$ cat src/rtl/sclk_pkg.sv
package sclk_pkg;

  localparam int REG_W = 8;
  localparam int SEL_W = 3;
  localparam int CNT_W = 3;

  typedef enum logic [1:0] {
    M_DIV = 2'd0,
    M_INT = 2'd1,
    M_LO  = 2'd2,
    M_HI  = 2'd3
  } clk_mode_e;

  // last counter value of one output period for a ratio code
  function automatic logic [CNT_W-1:0] ratio_last(input logic [SEL_W-1:0] sel);
    case (sel)
      3'b001:  ratio_last = 3'd1;
      3'b010:  ratio_last = 3'd3;
      3'b011:  ratio_last = 3'd4;
      3'b100:  ratio_last = 3'd7;
      default: ratio_last = 3'd0;
    endcase
  endfunction

  function automatic clk_mode_e decode_mode(input logic [2:0] bits);
    if (bits[2])      decode_mode = M_INT;
    else if (bits[1]) decode_mode = M_HI;
    else if (bits[0]) decode_mode = M_LO;
    else              decode_mode = M_DIV;
  endfunction

  function automatic logic move_ok(input clk_mode_e from, input clk_mode_e to);
    move_ok = (from == M_DIV) || (to == M_DIV) || (from == to);
  endfunction

endpackage

$ cat src/rtl/sclk_cfg.sv
module sclk_cfg
  import sclk_pkg::*;
(
  input  logic             clk,
  input  logic             rst,
  input  logic             wr_en,
  input  logic [REG_W-1:0] wr_data,
  output logic [SEL_W-1:0] div_sel,
  output clk_mode_e        tgt_mode,
  output logic             sync_lvl
);

  clk_mode_e req_mode;
  logic      mode_bits_set;
  logic      unused_low;

  assign req_mode      = decode_mode(wr_data[7:5]);
  assign mode_bits_set = |wr_data[7:5];
  assign unused_low    = ^wr_data[1:0];

  always_ff @(posedge clk) begin
    if (rst) begin
      div_sel  <= '0;
      tgt_mode <= M_DIV;
      sync_lvl <= 1'b0;
    end else if (wr_en) begin
      sync_lvl <= wr_data[6];
      if (!mode_bits_set)
        div_sel <= wr_data[4:2];
      if (move_ok(tgt_mode, req_mode))
        tgt_mode <= req_mode;
    end
  end


  lock_field_chk: assert property (@(posedge clk) disable iff (rst)
    (wr_en && mode_bits_set) |=> (div_sel == $past(div_sel)));


  forbid_move_chk: assert property (@(posedge clk) disable iff (rst)
    (!$past(rst) && tgt_mode != $past(tgt_mode)) |->
      (tgt_mode == M_DIV || $past(tgt_mode) == M_DIV));

endmodule

$ cat src/rtl/sclk_div.sv
module sclk_div
  import sclk_pkg::*;
(
  input  logic             clk,
  input  logic             rst,
  input  logic             ext_clk,
  input  logic [SEL_W-1:0] div_sel,
  output logic             div_lvl,
  output logic             div_rise
);

  logic             ext_prev;
  logic             ext_rise;
  logic [CNT_W-1:0] cnt, cnt_nxt, last;
  logic [SEL_W-1:0] act_sel;

  assign ext_rise = ext_clk & ~ext_prev;
  assign last     = ratio_last(act_sel);
  assign div_rise = ext_rise && (cnt == last);

  always_comb begin
    cnt_nxt = cnt;
    if (ext_rise)
      cnt_nxt = (cnt == last) ? '0 : cnt + 3'd1;
  end

  always_comb begin
    case (act_sel)
      3'b001:  div_lvl = (cnt_nxt < 3'd1);
      3'b010:  div_lvl = (cnt_nxt < 3'd2);
      3'b100:  div_lvl = (cnt_nxt < 3'd4);
      3'b011:  div_lvl = (cnt_nxt < 3'd2) || ((cnt_nxt == 3'd2) && ext_clk);
      default: div_lvl = ext_clk;
    endcase
  end

  always_ff @(posedge clk) begin
    if (rst) begin
      ext_prev <= 1'b0;
      cnt      <= '0;
      act_sel  <= '0;
    end else begin
      ext_prev <= ext_clk;
      cnt      <= cnt_nxt;
      if (div_rise)
        act_sel <= div_sel;
    end
  end


  ratio_edge_chk: assert property (@(posedge clk) disable iff (rst)
    (!$past(rst) && act_sel != $past(act_sel)) |-> $past(div_rise));


  rise_high_chk: assert property (@(posedge clk) disable iff (rst)
    div_rise |-> div_lvl);

endmodule

$ cat src/rtl/sclk_sw.sv
module sclk_sw
  import sclk_pkg::*;
(
  input  logic      clk,
  input  logic      rst,
  input  clk_mode_e tgt_mode,
  input  logic      act_busy,
  input  logic      ext_clk,
  input  logic      int_clk,
  input  logic      div_lvl,
  input  logic      div_rise,
  output clk_mode_e cur_nxt
);

  clk_mode_e cur, eff;
  logic      int_prev, int_rise, aligned, go;

  assign int_rise = int_clk & ~int_prev;
  assign aligned  = int_rise && div_rise;
  assign eff      = (tgt_mode == M_INT && act_busy) ? M_DIV : tgt_mode;

  always_comb begin
    go = 1'b0;
    case (cur)
      M_DIV: begin
        case (eff)
          M_LO:    go = !div_lvl && !ext_clk;
          M_HI:    go = div_lvl && ext_clk;
          M_INT:   go = aligned;
          default: go = 1'b0;
        endcase
      end
      M_LO:    go = (eff != M_LO) && !div_lvl;
      M_HI:    go = (eff != M_HI) && div_lvl;
      M_INT:   go = (eff != M_INT) && aligned;
      default: go = 1'b0;
    endcase
  end

  assign cur_nxt = go ? ((cur == M_DIV) ? eff : M_DIV) : cur;

  always_ff @(posedge clk) begin
    if (rst) begin
      cur      <= M_DIV;
      int_prev <= 1'b0;
    end else begin
      cur      <= cur_nxt;
      int_prev <= int_clk;
    end
  end


  path_chk: assert property (@(posedge clk) disable iff (rst)
    (!$past(rst) && cur != $past(cur)) |-> (cur == M_DIV || $past(cur) == M_DIV));


  to_low_chk: assert property (@(posedge clk) disable iff (rst)
    (!$past(rst) && cur == M_LO && $past(cur) == M_DIV) |->
      (!$past(div_lvl) && !$past(ext_clk)));


  to_high_chk: assert property (@(posedge clk) disable iff (rst)
    (!$past(rst) && cur == M_HI && $past(cur) == M_DIV) |->
      ($past(div_lvl) && $past(ext_clk)));


  int_edge_chk: assert property (@(posedge clk) disable iff (rst)
    (!$past(rst) && cur != $past(cur) && (cur == M_INT || $past(cur) == M_INT)) |->
      ($past(int_rise) && $past(div_rise)));


  act_hold_chk: assert property (@(posedge clk) disable iff (rst)
    (!$past(rst) && $past(act_busy) && $past(cur) != M_INT) |-> (cur != M_INT));

endmodule

$ cat src/rtl/sclk_gen.sv
module sclk_gen
  import sclk_pkg::*;
(
  input  logic             clk,
  input  logic             rst,
  input  logic             ext_clk,
  input  logic             int_clk,
  input  logic             wr_en,
  input  logic [REG_W-1:0] wr_data,
  input  logic             act_busy,
  input  logic             sync_mode,
  input  logic             sync_clk_en,
  output logic             card_clk,
  output logic             int_clk_on
);

  logic [SEL_W-1:0] div_sel;
  clk_mode_e        tgt_mode, cur_nxt;
  logic             sync_lvl, div_lvl, div_rise, sel_lvl;

  sclk_cfg u_cfg (
    .clk      (clk),
    .rst      (rst),
    .wr_en    (wr_en),
    .wr_data  (wr_data),
    .div_sel  (div_sel),
    .tgt_mode (tgt_mode),
    .sync_lvl (sync_lvl)
  );

  sclk_div u_div (
    .clk      (clk),
    .rst      (rst),
    .ext_clk  (ext_clk),
    .div_sel  (div_sel),
    .div_lvl  (div_lvl),
    .div_rise (div_rise)
  );

  sclk_sw u_sw (
    .clk      (clk),
    .rst      (rst),
    .tgt_mode (tgt_mode),
    .act_busy (act_busy),
    .ext_clk  (ext_clk),
    .int_clk  (int_clk),
    .div_lvl  (div_lvl),
    .div_rise (div_rise),
    .cur_nxt  (cur_nxt)
  );

  always_comb begin
    case (cur_nxt)
      M_INT:   sel_lvl = int_clk;
      M_LO:    sel_lvl = 1'b0;
      M_HI:    sel_lvl = 1'b1;
      default: sel_lvl = div_lvl;
    endcase
  end

  always_ff @(posedge clk) begin
    if (rst) begin
      card_clk   <= 1'b0;
      int_clk_on <= 1'b0;
    end else begin
      card_clk   <= sync_mode ? (sync_clk_en ? ext_clk : sync_lvl) : sel_lvl;
      int_clk_on <= (cur_nxt == M_INT);
    end
  end


  sync_pass_chk: assert property (@(posedge clk) disable iff (rst)
    (!$past(rst) && $past(sync_mode) && $past(sync_clk_en)) |->
      (card_clk == $past(ext_clk)));


  int_flag_chk: assert property (@(posedge clk) disable iff (rst)
    (!$past(rst) && !$past(sync_mode) && int_clk_on) |->
      (card_clk == $past(int_clk)));

endmodule

$ cat config.mk
export PLATFORM = sky130hd
export DESIGN_NAME = sclk_gen
export DESIGN_NICKNAME = d
export VERILOG_FILES = /design/src/rtl/sclk_pkg.sv /design/src/rtl/sclk_cfg.sv /design/src/rtl/sclk_div.sv /design/src/rtl/sclk_sw.sv /design/src/rtl/sclk_gen.sv
export SDC_FILE = /design/constraint.sdc
export NUM_CORES = 1
export LEC_CHECK = 0
export BUFFER_PORTS_ARGS = -buffer_cell sky130_fd_sc_hd__buf_4
export CAP_MARGIN = 20
export CELL_PAD_IN_SITES_DETAIL_PLACEMENT = 2
export CELL_PAD_IN_SITES_GLOBAL_PLACEMENT = 2
export CORE_MARGIN = 2
export CORE_UTILIZATION = 33
export CTS_CLUSTER_SIZE = 24
export DETAILED_ROUTE_END_ITERATION = 10
export GPL_TIMING_DRIVEN = 0
export PLACE_DENSITY = 0.88
export SETUP_SLACK_MARGIN = 0.3
export SYNTH_ARGS = -nofsm -noshare
export SYNTH_HDL_FRONTEND = slang
export SYNTH_HIERARCHICAL = 1
export SYNTH_SLANG_ARGS = --single-unit
$ cat constraint.sdc
create_clock -name clk -period 3.4 [get_ports clk]
set_input_delay 0.17 -clock clk [delete_from_list [all_inputs] [get_ports clk]]
set_output_delay 0.17 -clock clk [all_outputs]
set_load 0.01 [all_outputs]
==> impl_metrics.json <==
{
  "fin_tns_setup_ns": 0,
  "run_status": "finished clean",
  "synth_fa_ha_area_frac": 0.0118,
  "cts_tree": "yes",
  "fmax_ghz": 0.352,
  "clkTransAtPathRegs_ns": 0.10,
  "slew_violations": 0,
  "ctsHoldBuffers": 0,
  "grt_use_total": 0.180,
  "rsz0062_at_grt": "false",
  "syn_inst": 118,
  "whs_ns": 0.0593,
  "maxSlewHeadroom": 0.720,
  "ioPinCount": 18,
  "layout.nets": 155,
  "place_congestion": 0.727,
  "dp_hpwl_mm": 2.14,
  "cap_violations": 0,
  "grt_overflow_total": 0,
  "route.detailed.drc": 0,
  "antenna_found_initial": 0,
  "core-area_sq_mm": 0.00305,
  "synth_warnings": 6,
  "period_share": 0.836,
  "die_h_microns": 60.6,
  "finalWirelength_mm": 2.81,
  "dpl_worst_slack_ns": 0.307,
  "clock_sinks": 18,
  "synth_xor_area_frac": 0.0331,
  "ir_drop_v": 0.000144,
  "synth_cell_types": 39,
  "powerDensity_mw_per_mm2": 318,
  "fillers": 359,
  "synth_compound_area_frac": 0.208,
  "p_leak_nw": 0.479,
  "worst_pin_slew_ns": 0.415,
  "start_util": 0.347,
  "drt_iter0_drc": 15,
  "drtPass1Iterations": 3,
  "syn_nets": 135,
  "cp.arrival_ns": 3.04,
  "wl_per_cell_microns": 15.6,
  "antenna_cells": 0,
  "synth_simple_gate_area_share": 0.291,
  "h-tree-depth": 1,
  "crit_path_start_kind": "flop",
  "final_area_sq_mm": 0.00126,
  "end_kind": "flop",
  "io_buffers": 15,
  "grt_max_degree": 20,
  "netlist_area_sq_mm": 0.00106,
  "setup_viol": 0,
  "hold_path_class": "in -> reg",
  "syn_to_final_growth_pct": 19.0,
  "final_hold_viol_count": 0,
  "cts_made_buffers": 3,
  "fin_worst_skew_ns": 0.000509,
  "finalCriticalPeriod_ns": 2.84,
  "worst_slack_ns": 0.556,
  "cts_max_path_buffers": 2,
  "postCtsResizedCells": 0,
  "syn_avg_cell_area_sq_um": 8.97,
  "vias": 960,
  "synth_top_family_by_area": "simple AND/OR/NAND/NOR gates",
  "layout-drive-gt1-share": 0.257,
  "crit_required_ns": 3.59,
  "synth-seq-cells": 18,
  "placed_area_sq_mm": 0.00123,
  "ys_seq_area_frac": 0.340,
  "criticalPathCategory": "reg -> reg",
  "grt_pass1_vias": 1036,
  "ys.flop_type": "dfxtp_1",
  "synth.area.mux_share": 0.0757,
  "critPathMaxFanout": 8,
  "fp.dieArea_sq_mm": 0.00368,
  "die_w_microns": 60.6,
  "clock_latency_ns": 0.29,
  "clock-root-buffer": "clkbuf_4",
  "ant_nets": 0,
  "rows": 20,
  "synth_edf_count": 0,
  "final_core_util": 0.413,
  "cts_setup_buffers": 0,
  "grt_pass1_wl_mm": 4.86,
  "async_reset_ff_frac": 0,
  "viasPerCell": 5.33
}
-- final timing paths --
check	from	slack [ns]	cells after the start	to
setup reg to reg	u_div/act_sel[1]$_SDFFE_PP0P_	0.56	12	card_clk$_SDFF_PP0_
setup / recovery	u_div/act_sel[1]$_SDFFE_PP0P_	0.56	12	card_clk$_SDFF_PP0_
hold reg to reg	u_cfg/div_sel[0]$_SDFFE_PP0P_	0.46	2	u_div/act_sel[0]$_SDFFE_PP0P_
hold / removal	sync_mode	0.06	2	card_clk$_SDFF_PP0_
-- Yosys cell counts (3+ instances only) --
library cell | count | share of area
mux2i_1 | 8 | 0.076
nand2_1 | 7 | 0.025
nor3b_1 | 5 | 0.035
dfxtp_1 | 18 | 0.34
nor2_1 | 16 | 0.057
a21oi_1 | 7 | 0.033
nand2b_1 | 3 | 0.018
xor2_1 | 3 | 0.025
o21ai_0 | 7 | 0.033
nand3_1 | 5 | 0.024
a211oi_2 | 3 | 0.035
nor2b_1 | 5 | 0.030
-- worst max-delay path: stages, from the launching register on --
cell and delay (ns):
dfxtp_1 0.40, or3_1 0.40, a211oi_2 0.25, o21bai_2 0.14, a32oi_1 0.28, o21ai_1 0.14, a21oi_4 0.24, nor3b_1 0.08
o21ai_0 0.12, nand3_1 0.17, o21a_1 0.22, a211oi_2 0.23, a211oi_2 0.07
-- logic make-up after synthesis --
family / Yosys count
xor+xnor: 4
mux: 8
compound gates: 30
fa+ha+maj: 1
simple gates: 51
flops: 18
buf+inv: 6
-- routing by layer --
| layer | routed length, microns | global-route usage |
|---|---|---|
| met4 | 82 | 0.109 |
| met5 | 0 | 0 |
| met2 | 1430 | 0.295 |
| met1 | 1240 | 0.222 |
| met3 | 64 | 0.0256 |
-- stage by stage --
step / total power [mW] / instances
floorplan: 0.263 / 118
global placement: 0.290 / 177
detailed placement: 0.296 / 177
CTS: 0.406 / 180
global route: 0.423 / 180
finish: 0.400 / 180
-- area by class of cell --
type / instances / area, sq um / area share
well taps: 44 / 55.1 / 0.0437
repair buffers: 15 / 113 / 0.0894
plain buffers: 4 / 35.0 / 0.0278
flip-flops and latches: 18 / 360 / 0.286
multi-input cells: 94 / 667 / 0.529
inverters: 2 / 7.51 / 0.00596
clock buffers: 3 / 22.5 / 0.0179
-- report_power, final --
group	total, mW	leakage (nW)	internal, mW	switching, mW
logic	0.0660	0.319	0.0326	0.0334
registers	0.226	0.147	0.218	0.00755
clock network	0.108	0.0138	0.0413	0.0671
-- flip-flops by register name, summed over array words and instances, names as in the netlist --
name / count
card_clk: 1
int_clk_on: 1
u_cfg/div_sel: 3
u_cfg/sync_lvl: 1
u_cfg/tgt_mode: 2
u_div/act_sel: 3
u_div/cnt: 3
u_div/ext_prev: 1
u_sw/cur: 2
u_sw/int_prev: 1
-- cell usage in the layout (no fill, tap or decap), types with 3 or more instances in the layout --
| master | instances |
|---|---|
| a211oi_2 | 3 |
| a21oi_1 | 6 |
| buf_4 | 16 |
| clkbuf_4 | 3 |
| dfxtp_1 | 18 |
| mux2i_1 | 8 |
| nand2_1 | 7 |
| nand2b_1 | 3 |
| nand3_1 | 5 |
| nor2_1 | 16 |
| nor2b_1 | 5 |
| nor3b_1 | 5 |
| o21ai_0 | 7 |
| xor2_1 | 3 |
Note: power is estimated with default switching activity, not from simulation.
